`src/rtl/clkdiv_pkg.sv`:
```
package clkdiv_pkg;

  typedef enum logic [1:0] {
    MODE_PASS = 2'd0,
    MODE_EVEN = 2'd1,
    MODE_ODD  = 2'd2
  } div_mode_e;

  // bits needed to hold 0 .. n-1
  function automatic int cnt_w(input int n);
    return (n > 1) ? $clog2(n) : 1;
  endfunction

  // rising-edge stage high length in source cycles: n/2 for even, (n+1)/2 for odd
  function automatic int high_span(input int n);
    return (n + 1) / 2;
  endfunction

  function automatic div_mode_e pick_mode(input int n);
    if (n <= 1)            return MODE_PASS;
    else if ((n % 2) == 0) return MODE_EVEN;
    else                   return MODE_ODD;
  endfunction

endpackage

```
`src/rtl/div_mod_counter.sv`:
```
module div_mod_counter #(
  parameter int N = 3,
  parameter int W = 2
) (
  input  logic         clk,
  input  logic         rst,
  output logic [W-1:0] cnt,
  output logic [W-1:0] cnt_nxt
);

  localparam logic [W-1:0] LAST = W'(N - 1);

  logic at_last;
  assign at_last = (cnt == LAST);
  assign cnt_nxt = at_last ? '0 : cnt + W'(1);

  // reset parks at the terminal value so the first edge after release starts at 0
  always_ff @(posedge clk) begin
    if (rst) cnt <= LAST;
    else     cnt <= cnt_nxt;
  end

  AST_CNT_WRAP: assert property (@(posedge clk) disable iff (rst)
    (cnt == LAST) |=> (cnt == '0));
  AST_CNT_STEP: assert property (@(posedge clk) disable iff (rst)
    (cnt != LAST) |=> (cnt == $past(cnt) + W'(1)));

endmodule

```
`src/rtl/div_rise_stage.sv`:
```
module div_rise_stage #(
  parameter int W  = 2,
  parameter int HI = 2
) (
  input  logic         clk,
  input  logic         rst,
  input  logic [W-1:0] cnt,
  input  logic [W-1:0] cnt_nxt,
  output logic         rise_q
);

  localparam logic [W-1:0] HI_V = W'(HI);

  logic want_high;
  assign want_high = (cnt_nxt < HI_V);

  always_ff @(posedge clk) begin
    if (rst) rise_q <= 1'b0;
    else     rise_q <= want_high;
  end

  AST_RISE_AT_ZERO: assert property (@(posedge clk) disable iff (rst)
    $rose(rise_q) |-> (cnt == '0));
  AST_FALL_AT_SPAN: assert property (@(posedge clk) disable iff (rst)
    $fell(rise_q) |-> (cnt == HI_V));

endmodule

```
`src/rtl/div_fall_stage.sv`:
```
module div_fall_stage (
  input  logic clk,
  input  logic rst,
  input  logic d,
  output logic q
);

  always_ff @(negedge clk) begin
    if (rst) q <= 1'b0;
    else     q <= d;
  end

endmodule

```
`src/rtl/sym_clk_divider.sv`:
```
module sym_clk_divider #(
  parameter int N = 3
) (
  input  logic clk_src,
  input  logic rst,
  output logic clk_out
);

  import clkdiv_pkg::*;

  localparam div_mode_e MODE = pick_mode(N);

  generate
    if (MODE == MODE_PASS) begin : g_pass
      logic pass_en;
      // enable changes only while the source clock is low
      div_fall_stage u_gate (
        .clk(clk_src), .rst(rst), .d(1'b1), .q(pass_en)
      );
      assign clk_out = clk_src & pass_en;
    end else if (MODE == MODE_EVEN) begin : g_even
      localparam int W  = cnt_w(N);
      localparam int HI = high_span(N);
      logic [W-1:0] cnt, cnt_nxt;
      logic         rise_q;
      div_mod_counter #(.N(N), .W(W)) u_cnt (
        .clk(clk_src), .rst(rst), .cnt(cnt), .cnt_nxt(cnt_nxt)
      );
      div_rise_stage #(.W(W), .HI(HI)) u_rise (
        .clk(clk_src), .rst(rst), .cnt(cnt), .cnt_nxt(cnt_nxt), .rise_q(rise_q)
      );
      assign clk_out = rise_q;
    end else begin : g_odd
      localparam int W  = cnt_w(N);
      localparam int HI = high_span(N);
      logic [W-1:0] cnt, cnt_nxt;
      logic         rise_q, fall_q;
      div_mod_counter #(.N(N), .W(W)) u_cnt (
        .clk(clk_src), .rst(rst), .cnt(cnt), .cnt_nxt(cnt_nxt)
      );
      div_rise_stage #(.W(W), .HI(HI)) u_rise (
        .clk(clk_src), .rst(rst), .cnt(cnt), .cnt_nxt(cnt_nxt), .rise_q(rise_q)
      );
      div_fall_stage u_fall (
        .clk(clk_src), .rst(rst), .d(rise_q), .q(fall_q)
      );
      // the wide phase trimmed by the half-cycle lag of the falling-edge copy
      assign clk_out = rise_q & fall_q;

      AST_FALL_TRACKS: assert property (@(posedge clk_src) disable iff (rst)
        fall_q == rise_q);
    end
  endgenerate

  AST_RESET_QUIET: assert property (@(posedge clk_src)
    rst |=> !clk_out);

endmodule

```
`config.mk`:
```
export PLATFORM = sky130hd
export DESIGN_NAME = sym_clk_divider
export DESIGN_NICKNAME = d
export VERILOG_FILES = /design/src/rtl/clkdiv_pkg.sv /design/src/rtl/div_mod_counter.sv /design/src/rtl/div_rise_stage.sv /design/src/rtl/div_fall_stage.sv /design/src/rtl/sym_clk_divider.sv
export SDC_FILE = /design/constraint.sdc
export NUM_CORES = 1
export LEC_CHECK = 0
export CAP_MARGIN = 10
export CORE_AREA = 2 2 39 41
export DETAILED_ROUTE_END_ITERATION = 12
export DIE_AREA = 0 0 41 43
export PLACE_DENSITY = 0.34
export SLEW_MARGIN = 0
export SYNTH_ARGS = -nofsm -noshare
export SYNTH_HDL_FRONTEND = slang
export SYNTH_SLANG_ARGS = --single-unit
```
`constraint.sdc`:
```
create_clock -name clk_src -period 1 [get_ports clk_src]
set_input_delay 0.15 -clock clk_src [delete_from_list [all_inputs] [get_ports clk_src]]
set_output_delay 0.15 -clock clk_src [all_outputs]
set_load 0.01 [all_outputs]
```
# Word-level counts from Yosys, hierarchy flattened
# Cells that the tools add are included.
# classes
n_lt_le_gt_ge	1
muxes	1
bitwise	1
n_eq_ne	1
add_sub_neg	1
# ops
op	count
$add A2 B1 Y2 const B	1
$eq A2 B2 Y1 const B	1
$lt A2 B2 Y1 const B	1
$mux W2	1
$and A1 B1 Y1	1
# word_totals
output_inout_bits	1
input_bits	2
word_cells	8
reg_bits	4

# Depth between registers and ports, before layout
# logic_depth
word_depth	3
ltp_mapped	2
ltp_nobuf	2

# Hierarchy
# From an unflattened synthesis, not the netlist that was laid out.
# hier_totals
cells_unflattened	12
hier_area_um2	136.4
# modules_own_cells
mod	seq_area_each_um2	cells_per_inst	area_per_inst_um2	n_inst
div_mod_counter	40.0	6	68.8	1
div_fall_stage	20.0	3	37.5	1
div_rise_stage	20.0	2	23.8	1
sym_clk_divider	0.0	1	6.3	1

==> results <==
-- layout by cell type (no fill, tap or decap), drive strengths merged --
cell | Yosys | layout
clkbuf | 0 | 4
inv | 2 | 2
nor2b | 1 | 1
nor3 | 1 | 1
and2 | 1 | 1
dlygate4sd2 | 0 | 1
buf | 0 | 2
dfxtp | 4 | 4
a21oi | 1 | 1
a21o | 1 | 1
-- cells by family after synthesis --
family,count (synthesis)
and+or+nand+nor,3
buffers and inverters,2
AOI/OAI and AO/OA,2
DFF,4
-- routing by layer --
layer	vias up	GRT usage	routed length, um
met3	2	0.06283	29
met5	-	0	0
met2	3	0.02500	76
li1	49	-	-
met1	42	0.02885	88
met4	0	0.06000	6
-- where the power goes --
group | total, mW | switching [mW] | internal [mW]
Combinational | 0.0255 | 0.00898 | 0.0165
Clock | 0.232 | 0.0767 | 0.155
Sequential | 0.177 | 0.00490 | 0.172
Total | 0.434 | 0.0906 | 0.344
-- registers in the layout (all words and copies together), names as in the netlist --
register and flops:
g_odd.u_fall.q 1, g_odd.u_cnt.cnt 2, g_odd.u_rise.rise_q 1
-- layout make-up --
type,instances,area (um^2),share of cell area
Sequential cell,4,81.33,0.4012
Multi-Input combinational cell,5,40.04,0.1975
Timing Repair Buffer,3,27.53,0.1358
Clock buffer,4,26.28,0.1296
Tap cell,16,20.02,0.09877
Clock inverter,1,3.754,0.01852
Inverter,1,3.754,0.01852
-- worst max-delay path, stage by stage (launching register included) --
cell     delay [ns]
dfxtp_1        0.28
and2_4         0.13
buf_6          0.11
-- timing repair --
action | 4_1_cts | 5_1_grt
setup endpoints to repair | 2 | 2
resized for setup | 6 | 3
buffers inserted | 0 | 0
pin swaps | 0 | 0
-- Yosys cell counts --
cell type  count  share of area
dfxtp_1        4           0.68
nor3_1         1          0.043
a21o_1         1          0.064
and2_1         1          0.053
nor2b_1        1          0.053
a21oi_1        1          0.043
inv_1          2          0.064
-- path summary, 6_finish.rpt --
| path | startpoint | slack, ns | endpoint | cells after the start |
|---|---|---|---|---|
| max | g_odd.u_fall.q | -0.46 | clk_out | 2 |
| min | rst | 0.39 | g_odd.u_rise.rise_q | 3 |
| max reg2reg | g_odd.u_rise.rise_q | 0.03 | g_odd.u_fall.q | 1 |
| min reg2reg | g_odd.u_cnt.cnt[1] | 0.41 | g_odd.u_cnt.cnt[0] | 1 |
-- per-stage QoR --
| stage | cell area, um^2 | std cells | setup slack, ns | utilization | power, mW |
|---|---|---|---|---|---|
| 6_report | 202.7 | 34 | -0.4560 | 0.1465 | 0.4342 |
| 5_1_grt | 202.7 | 34 | -0.4853 | 0.1465 | 0.4678 |
| 4_1_cts | 193.9 | 34 | -0.4684 | 0.1401 | 0.4470 |
| 3_5_place_dp | 167.7 | 30 | -0.5775 | 0.1212 | 0.2140 |
| 3_3_place_gp | 167.7 | 30 | -0.5699 | 0.1212 | 0.2122 |
| 2_1_floorplan | 120.1 | 11 | -0.06774 | - | 0.2001 |
==> results by group <==
Run status
  • Status: finished with violations
  • Violated checks: setup timing

Min path
  • Worst min-delay path class: in2reg

Worst setup path
  • Crit end category: output port
  • Worst path required time: roughly 0.85 ns
  • Worst-path maximum fanout: 1
  • Setup CP Type: reg2out
  • Worst Path Arrival: 1.31 ns
  • CP Launch Type: flop

GRT
  • Initial antenna violation count: 0
  • Vias in the first global route: roughly 90
  • First-pass GRT wire length: about 320 um
  • Total grt overflow: 0
  • Largest net degree at the start of global routing: 4
  • Total GRT Usage: 0.03811

Floorplanning
  • Starting Density: 0.08499
  • Die Ht: between 40 and 50 um
  • Placeable Area: around 1400 um^2
  • # rows: 14
  • Die width: approximately 41 um
  • Die area: 1763 um^2
  • I/O pin cnt: 3

Synth
  • Number of distinct library cells after synthesis: 7
  • Syn Nets: 13
  • Post-synthesis sequential area ratio: 0.6809
  • Yosys synthesis warning count: 0
  • Mean Syn Cell Area: between 10 and 15 um^2
  • Syn Std Cell Area: approximately 120 um^2
  • Largest family of logic cells by synthesized area: simple AND/OR/NAND/NOR gates
  • XOR/XNOR share of the synthesized area: 0
  • Synthesized-area fraction occupied by adder cells: 0
  • Synth Instances: 11
  • Proportion of synthesized area in mux cells: 0
  • Simple-gate share of the synthesized area: 0.1489
  • Count of state elements after synthesis: 4
  • Compound-Gate Fraction of Synth Area: 0.1064

CTS
  • CTS H-tree lvls: 1
  • Hold-fix buffers at CTS: 0
  • Clk root buf: clkbuf_4
  • Maximum clock insertion buffer count: 2
  • CTS buffer count: 3
  • Worst-Skew Late Latency: 0.29 ns
  • CTS tree: yes
  • Clock sink count: 4
  • Clock slew at reported path FFs: ~0.040 ns

Routing
  • WL final: about 200 um
  • Post-DRT Antenna Nets: 0
  • Vias per cell: between 2 and 3
  • Drt first pass iters: 2
  • DRC: 0
  • Initial DRC Count: 1
  • Via count: 96
  • Routed len/inst: ~5.9 um

Timing
  • Setup ws final: -0.4560 ns
  • Worst Tran Pin Value: 0.1269 ns
  • Final Hold Vio Count: 0
  • Max-slew violation count: 0
  • Normalized max-slew margin: 0.9147
  • Total negative slack: -0.4560 ns
  • Clock Skews: between 0.05 and 0.06 ns
  • Final setup viols: 1
  • WHS: between 0.3 and 0.4 ns
  • RSZ-0062 raised after global routing: yes

Pwr
  • Power Dens Cells: between 2000 and 2500 nW/um^2
  • VDD IR max: around 460 uV
  • Leakage: around 0.097 nW

Job
  • Maximum capacitance violations: 0

Placed design
  • IO buf count: 2
  • GP Congestion: 0.4566

Cells and area
  • Share of layout cells above drive strength 1: 0.4444
  • Synth-to-Final Area Change: 72.34%
  • Filler cells: about 160
  • # nets final: 21
  • Antenna Cells: 0
Power figures use the tool's default switching activity.
